## config.mk

```make
export PLATFORM = sky130hd
export DESIGN_NAME = tlb_ctrl_reg
export DESIGN_NICKNAME = d
export VERILOG_FILES = /design/src/rtl/tcr_pkg.sv /design/src/rtl/tcr_repl_counter.sv /design/src/rtl/tcr_mode_regs.sv /design/src/rtl/tlb_ctrl_reg.sv
export SDC_FILE = /design/constraint.sdc
export NUM_CORES = 1
export LEC_CHECK = 0
export ABC_AREA = 1
export BUFFER_PORTS_ARGS = -buffer_cell sky130_fd_sc_hd__buf_4
export CAP_MARGIN = 30
export CORE_ASPECT_RATIO = 0.7
export CORE_MARGIN = 1
export CORE_UTILIZATION = 40
export DETAILED_ROUTE_END_ITERATION = 8
export GPL_ROUTABILITY_DRIVEN = 1
export PLACE_DENSITY = 0.92
export SLEW_MARGIN = 5
export SYNTH_ARGS = -nofsm -noshare
export SYNTH_HDL_FRONTEND = slang
export SYNTH_SLANG_ARGS = --single-unit
```

## constraint.sdc

```tcl
create_clock -name clk -period 1.9 [get_ports clk]
set_input_delay 0.19 -clock clk [delete_from_list [all_inputs] [get_ports clk]]
set_output_delay 0.19 -clock clk [all_outputs]
set_load 0.005 [all_outputs]
```

## src/rtl/tcr_pkg.sv

```systemverilog
// Package: shared field layout of the translation control register.
// Assumes a 32-bit register word; the positions are fixed by the decode in neighbours.
package tcr_pkg;
    localparam int DATA_W  = 32;
    localparam int CNT_W   = 6;
    localparam int CNT_LSB = 10;
    localparam int BND_LSB = 18;
    localparam int SQ_BIT  = 9;
    localparam int SV_BIT  = 8;
    localparam int TI_BIT  = 2;
    localparam int AT_BIT  = 0;
    localparam logic [DATA_W-1:0] RSV_MASK = 32'hFF0300FA;

    typedef struct packed {
        logic sq_priv;
        logic single_vs;
        logic xlat;
    } mode_t;
endpackage

```

## src/rtl/tcr_repl_counter.sv

```systemverilog
// Module: replacement pointer. Counts lookups, wraps at a programmable boundary
// (0 = no boundary), holds during load-entry, and takes a software write first.
// Assumes the write, load and access strobes are synchronous to clk.
module tcr_repl_counter #(
    parameter int W = 6
) (
    input  logic         clk,
    input  logic         rst_n,
    input  logic         ld_en,
    input  logic [W-1:0] ld_val,
    input  logic [W-1:0] bnd,
    input  logic         access,
    input  logic         hold,
    output logic [W-1:0] cnt
);
    localparam logic [W-1:0] ZERO = '0;
    localparam logic [W-1:0] ONE  = {{(W-1){1'b0}}, 1'b1};

    logic at_bnd;
    logic [W-1:0] cnt_nxt;

    // Purpose: detect that the pointer sits on an enabled boundary.
    always_comb at_bnd = (bnd != ZERO) && (cnt == bnd);

    // Purpose: pick the next pointer value by priority write > hold > step.
    always_comb begin
        cnt_nxt = cnt;
        if (ld_en)
            cnt_nxt = ld_val;
        else if (hold)
            cnt_nxt = cnt;
        else if (access)
            cnt_nxt = at_bnd ? ZERO : cnt + ONE;
    end

    // Purpose: pointer register with synchronous reset.
    always_ff @(posedge clk) begin
        if (!rst_n) cnt <= ZERO;
        else        cnt <= cnt_nxt;
    end

    AST_CNT_HOLD_ON_LOAD: assert property (@(posedge clk) disable iff (!rst_n)
        (!ld_en && hold) |=> $stable(cnt));
    AST_CNT_WRAP_AT_BND: assert property (@(posedge clk) disable iff (!rst_n)
        (!ld_en && !hold && access && bnd != ZERO && cnt == bnd) |=> (cnt == ZERO));
    AST_CNT_STEP: assert property (@(posedge clk) disable iff (!rst_n)
        (!ld_en && !hold && access && !(bnd != ZERO && cnt == bnd)) |=> (cnt == $past(cnt) + ONE));
    AST_CNT_WRITE_WINS: assert property (@(posedge clk) disable iff (!rst_n)
        ld_en |=> (cnt == $past(ld_val)));
endmodule

```

## src/rtl/tcr_mode_regs.sv

```systemverilog
// Module: mode bits, boundary field, invalidate pulse and sticky protocol check.
// Assumes a write presents the whole register word; the invalidate bit is not stored.
module tcr_mode_regs
    import tcr_pkg::*;
#(
    parameter int W = CNT_W
) (
    input  logic         clk,
    input  logic         rst_n,
    input  logic         wr_en,
    input  logic [W-1:0] wr_bnd,
    input  logic         wr_sq,
    input  logic         wr_sv,
    input  logic         wr_ti,
    input  logic         wr_at,
    output logic [W-1:0] bnd,
    output mode_t        mode,
    output logic         inval,
    output logic         perr
);
    logic sv_change_bad;

    // Purpose: flag a virtual-space mode change that lacks the invalidate bit.
    always_comb sv_change_bad = wr_en && (wr_sv != mode.single_vs) && !wr_ti;

    // Purpose: stored mode bits and boundary.
    always_ff @(posedge clk) begin
        if (!rst_n) begin
            bnd  <= '0;
            mode <= '0;
        end else if (wr_en) begin
            bnd            <= wr_bnd;
            mode.sq_priv   <= wr_sq;
            mode.single_vs <= wr_sv;
            mode.xlat      <= wr_at;
        end
    end

    // Purpose: one-cycle invalidate pulse following a write with the bit set.
    always_ff @(posedge clk) begin
        if (!rst_n) inval <= 1'b0;
        else        inval <= wr_en && wr_ti;
    end

    // Purpose: sticky protocol error, cleared only by reset.
    always_ff @(posedge clk) begin
        if (!rst_n)             perr <= 1'b0;
        else if (sv_change_bad) perr <= 1'b1;
    end

    AST_INVAL_SOURCE: assert property (@(posedge clk) disable iff (!rst_n)
        $rose(inval) |-> $past(wr_en && wr_ti));
    AST_INVAL_SINGLE: assert property (@(posedge clk) disable iff (!rst_n)
        (inval && !$past(wr_en && wr_ti, 1)) |-> 1'b0 || $past(wr_en && wr_ti));
    AST_PERR_STICKY: assert property (@(posedge clk) disable iff (!rst_n)
        perr |=> perr);
    AST_BND_HOLD: assert property (@(posedge clk) disable iff (!rst_n)
        !wr_en |=> $stable(bnd));
endmodule

```

## src/rtl/tlb_ctrl_reg.sv

```systemverilog
// Module: top of the translation control register. Assembles the read word,
// gates the exception outputs, and ties the pointer and mode sub-blocks together.
// Assumes reads are combinational from the current register state.
module tlb_ctrl_reg
    import tcr_pkg::*;
(
    input  logic              clk,
    input  logic              rst_n,
    input  logic              wr_en,
    input  logic [DATA_W-1:0] wr_data,
    output logic [DATA_W-1:0] rd_data,
    input  logic              tlb_access,
    input  logic              tlb_load,
    output logic [CNT_W-1:0]  repl_idx,
    output logic              inval_pulse,
    output logic              sq_priv_only,
    output logic              single_vspace,
    output logic              xlat_en,
    input  logic              sq_user_access,
    output logic              sq_addr_err,
    input  logic              mmu_fault_req,
    output logic              mmu_fault_out,
    output logic              proto_err
);
    logic [CNT_W-1:0] bnd;
    mode_t            mode;

    tcr_repl_counter #(.W(CNT_W)) u_cnt (
        .clk    (clk),
        .rst_n  (rst_n),
        .ld_en  (wr_en),
        .ld_val (wr_data[CNT_LSB +: CNT_W]),
        .bnd    (bnd),
        .access (tlb_access),
        .hold   (tlb_load),
        .cnt    (repl_idx)
    );

    tcr_mode_regs #(.W(CNT_W)) u_mode (
        .clk    (clk),
        .rst_n  (rst_n),
        .wr_en  (wr_en),
        .wr_bnd (wr_data[BND_LSB +: CNT_W]),
        .wr_sq  (wr_data[SQ_BIT]),
        .wr_sv  (wr_data[SV_BIT]),
        .wr_ti  (wr_data[TI_BIT]),
        .wr_at  (wr_data[AT_BIT]),
        .bnd    (bnd),
        .mode   (mode),
        .inval  (inval_pulse),
        .perr   (proto_err)
    );

    // Purpose: decoded mode outputs.
    always_comb begin
        sq_priv_only  = mode.sq_priv;
        single_vspace = mode.single_vs;
        xlat_en       = mode.xlat;
    end

    // Purpose: gate the exception-related outputs with the mode bits.
    always_comb begin
        sq_addr_err   = sq_user_access && mode.sq_priv;
        mmu_fault_out = mmu_fault_req && mode.xlat;
    end

    // Purpose: assemble the read word; reserved bits and invalidate read as 0.
    always_comb begin
        rd_data = '0;
        rd_data[BND_LSB +: CNT_W] = bnd;
        rd_data[CNT_LSB +: CNT_W] = repl_idx;
        rd_data[SQ_BIT]           = mode.sq_priv;
        rd_data[SV_BIT]           = mode.single_vs;
        rd_data[AT_BIT]           = mode.xlat;
    end

    AST_NO_FAULT_WHEN_OFF: assert property (@(posedge clk) disable iff (!rst_n)
        !xlat_en |-> !mmu_fault_out);
    AST_RSV_IGNORED: assert property (@(posedge clk) disable iff (!rst_n)
        (wr_en && ((wr_data & RSV_MASK) != '0)) |=> ((rd_data & RSV_MASK) == '0));
    AST_TI_READS_ZERO: assert property (@(posedge clk) disable iff (!rst_n)
        (wr_en && wr_data[TI_BIT]) |=> !rd_data[TI_BIT]);
endmodule

```

Word-level counts from Yosys, hierarchy flattened --
Index checks and enable logic that the tools add are counted.
Word-level totals: register bits 17, latch bits 0, bits in writable memories 0, ROM bits 0, input port bits 39, output and inout bits 45, word-level logic and storage cells 25, memories kept 0
Cells by class: add/subtract/negate cells 1, multiply operators 0, div/mod/pow operators 0, magnitude comparators 0, equality and inequality tests 3, shift-type cells 0, mux-type cells 4, bitwise gates (word level) 0, reduce and logical (&&, ||, !) cells 10
Operators with widths (number):
- 6-bit two-way mux | 4
- 6-bit by 1-bit adder with 6-bit output, second input constant | 1
- 6-bit equality test | 1
- 1-bit logical AND | 6
- 6-bit nonzero test | 1
- 2-bit inequality test, second input constant | 1
- 2-bit AND reduction | 1
- 2-bit nonzero test | 1
- 1-bit zero test | 1
- 1-bit inequality test | 1

Longest topological paths before layout --
depth after elaboration 6, depth in mapped cells 8, gate-level depth less buffers 8

Hierarchy --
A second synthesis with hierarchy kept.
Second synthesis, totals: cells, all modules 182, area, all modules 1167.4 µm²
By module, submodules not included:
- tcr_repl_counter | instances 1, cells an instance 101, area an instance 565.5 µm², sequential area each 120.1 µm²
- tcr_mode_regs | instances 1, cells an instance 50, area an instance 387.9 µm², sequential area each 220.2 µm²
- tlb_ctrl_reg | instances 1, cells an instance 31, area an instance 214.0 µm², sequential area each 0.0 µm²

Worst setup path before layout --
OpenSTA, ideal clock, no wires.
path type flip-flop to flip-flop, from reg u_cnt.cnt[0], to reg u_cnt.cnt[5], setup time 0.122 ns, arrival 1.030 ns, required time 1.778 ns, slack 0.748 ns, stages on the path, launching flop included 8, buffers on the path 0, clock period less this slack 1.152 ns, path through dfxtp_1 -> inv_1 -> nand2_1 -> nand2_1 -> nor2_1 -> nand4_4 -> nand2_1 -> a21oi_2
Between the ends: word-level cells in the longest chain between the ends 6, elaborated cells between the ends (all ways) 7, those cells by class add/sub: 1; eq/ne: 1; mux: 4; reduce/logical: 1
RTL lines:
- from (decl) | line tcr_repl_counter.sv:14 | output logic [W-1:0] cnt
- from (signal assigned) | line tcr_repl_counter.sv:39 | else cnt <= cnt_nxt;
- parallel branches: the longest is 2 deep, another holds 6-bit by 1-bit adder with 6-bit output
- 6-bit two-way mux (*) | line tcr_repl_counter.sv:33 | cnt_nxt = at_bnd ? ZERO : cnt + ONE;
- 6-bit two-way mux (*) | line tcr_repl_counter.sv:32 | else if (access)
- 6-bit two-way mux (*) | line tcr_repl_counter.sv:30 | else if (hold)
- 6-bit two-way mux (*) | line tcr_repl_counter.sv:28 | if (ld_en)
Mark *: on every way between the ends. The select of a mux whose other input is x is not followed. A chain may end at the register's enable or synchronous reset.

Worst setup path in the final report --
Same ends and word-level chain as after synthesis.

==> metrics <==
Critical Path RT just over 2000 ps; Via Count 1087; RSZ-0062 raised after global routing false; GP Congestion between 0.9 and 1; post-synthesis register bit count 17; hold path depth 3; crit path capture type flop; Final Cycle Share 0.714; clock latency at the later pin of the worst-skew pair between 200 and 300 ps; maxcap violations 0; Clk pin slew, worst setup/hold paths 60 ps; vias in the first global route around 960; Worst Path Arrival about 1500 ps; Net count, final between 200 and 300; Fin Setup TNS 0 ps; Die H around 46 um; P_leak approximately 0.74 nW; final core utilization 0.563; row cnt 15; worst hold start wr_data[2]; Syn Inst Count between 150 and 200; Die X 65.2 um; PwrDens between 600 and 700 nW/um^2; final-report max-slew violation count 0; DRT met1 WL ~1200 um; Flop pwr share 0.458; post-synthesis sequential area ratio 0.304; CP Max Fanout 7; R2R depth 7; post-synth top area share 0.304; H-tree depth 1; capturing point of the worst reg2reg path u_cnt.cnt[5]; CTS max path bufs 2; Tmin final ~1400 ps; synth top area cells dfxtp_1, buf_4, nand2_1, inv_1, nor2_1; vias per cell 4.40; leading area contributor after synthesis dfxtp_1; Post-CTS Hold Buffers 0; Highest Signal Layer met4; first-pass GRT wire length 4240 um; mean area per synthesized cell 6.55 sq um; crit-path most repeated cell nand2_1; post_cts resized 0; Initial Utilization 0.439; layout cells sized above 1 0.282; FMAX approximately 740 MHz; crit path kind flop to flop; Ant. Diodes 0; flop2flop setup slack between 500 and 600 ps; clock share of power 0.302; Worst R2R Start u_cnt.cnt[0]; Critical path buffers and inverters 1; gr ovfl total 0; drt drc 0; critical-path cell with the highest stage delay dfxtp_1; drt first pass iters 4; TritonCTS clock tree built; Core Region 2550 sq um; CTS Sinks 17; Synth warnings 0; drt wl/cell roughly 10 um; Yosys cell types 22; Post-Place Cell Area roughly 1400 sq um; combinational share of power 0.239; initial antenna violation count 0; final setup fails 0; area of the multi-input gates roughly 540 sq um; num ports 84; Final ANT Viol Nets 0; GRT Overall Usage 0.189; status complete, no violations; largest net degree at the start of global routing 17; CP max stage delay roughly 450 ps; Syn Std Cell Area 1120 sq um; dpl hpwl ~1900 um; internal power about 0.00064 W; Root Buffer clkbuf_8; IO Port Bufs 50; Critical Path Start Type flop; Max IR drop VDD a little over 0.0003 V; Layout Skew around 1.6 ps; postcts setup bufs 0; P_sw ~0.00026 W; storage element area 340 sq um; Hold Path Class input pin to flop; hold path endpoint u_mode.inval; Sw Share 0.287; routed wl met2 around 1100 um; Die ar. a little over 3000 sq um; Post-Layout Inst Area 1440 sq um; cts bufs inserted 3; delay-heaviest family, CP simple AND/OR/NAND/NOR gates; final WL 2540 um; FILL cells ~250; crit-path cells inv_1 > nand2_1 > nand2_1 > nor2_1 > nand4_4 > nand2_1 > a21oi_2; met3 wire len between 200 and 250 um; Area Growth Syn to Fin 28.4%; DRT iter0 DRCs 46; Hold Violations, Final 0
[power by group through the flow]
stage	registers (W)	logic [W]	clock network, W
final	0.000410	0.000214	0.000270
after global routing	0.000414	0.000244	0.000293
after CTS	0.000410	0.000215	0.000277
after detailed placement	0.000417	0.000212	0
after global placement	0.000416	0.000208	0
after floorplan	0.000413	0.000144	0
[registers in the layout (all words and copies together) (netlist names)]
| register | flops |
|---|---|
| u_cnt.cnt | 6 |
| u_mode.bnd | 6 |
| u_mode.mode | 3 |
| u_mode.inval | 1 |
| u_mode.perr | 1 |
[worst max-delay path by stage]
stage | from | depth (start not counted) | slack, ps | to
3_3_place_gp | u_cnt.cnt[0] | 7 | 580 | u_cnt.cnt[5]
2_1_floorplan | u_cnt.cnt[0] | 7 | 750 | u_cnt.cnt[5]
6_report | u_cnt.cnt[0] | 7 | 540 | u_cnt.cnt[5]
5_1_grt | u_cnt.cnt[0] | 7 | 430 | u_cnt.cnt[4]
3_5_place_dp | u_cnt.cnt[0] | 7 | 600 | u_cnt.cnt[5]
4_1_cts | u_cnt.cnt[0] | 7 | 540 | u_cnt.cnt[5]
[kinds of logic (layout without fill, tap and decap cells)]
logic type | Yosys count | after routing | synth area share
buffers and inverters | 53 | 79 | 0.267
adders and majority gates | 1 | 1 | 0.0112
DFF | 17 | 17 | 0.304
other | 1 | 17 | 0.00335
xor gates and xnor gates | 2 | 2 | 0.0156
AOI/OAI and AO/OA | 33 | 33 | 0.153
and+or+nand+nor | 64 | 64 | 0.246
[layout make-up]
class	instances	share of cell area
flip-flops and latches	17	0.237
clock buffers	4	0.0313
well taps	34	0.0296
repair buffers	50	0.261
inverters	25	0.0653
multi-input cells	117	0.376
[layout by cell type (no fill, tap or decap)]
master,instances
buf_4,50
nand2_1,37
inv_1,23
nor2_1,20
conb_1,17
dfxtp_1,17
o21ai_0,14
a21oi_1,13
o21ai_1,4
clkbuf_8,3
nor2_2,2
nand3_1,2
inv_2,1
xor2_1,1
nand4_4,1
clkinv_1,1
nor2_4,1
nand2_2,1
xnor2_1,1
a21oi_2,1
a211oi_1,1
ha_1,1
clkbuf_1,1
[worst min-delay path, cell delays in order]
cell	delay (ps)
buf_4	80
nand2_1	40
nor2_1	70
[Yosys cell counts]
master and instances:
inv_1 23, o21ai_1 4, nand2_2 1, a211oi_1 1
nor2_1 20, a21oi_2 1, buf_4 26, nand3_1 2
ha_1 1, nor2_4 1, xor2_1 1, conb_1 1
buf_2 2, o21ai_0 14, inv_2 1, dfxtp_1 17
clkinv_1 1, nand2_1 37, xnor2_1 1, nand4_4 1
nor2_2 2, a21oi_1 13
[per-layer routing]
metal | up-vias | global-route usage
li1 | 568 | -
met1 | 473 | 0.240
met2 | 41 | 0.311
met3 | 5 | 0.0619
met4 | 0 | 0.0522
met5 | - | 0
[through the flow]
step / setup slack [ps] / power, W / hold slack, ps / instances
after floorplan: 748 / 0.000557 / 311 / 187
after global placement: 579 / 0.000625 / 412 / 243
after detailed placement: 596 / 0.000629 / 432 / 243
after CTS: 545 / 0.000902 / 165 / 247
after global routing: 434 / 0.000951 / 170 / 247
final: 544 / 0.000894 / 167 / 247
Note: power is estimated with default switching activity, not from simulation.
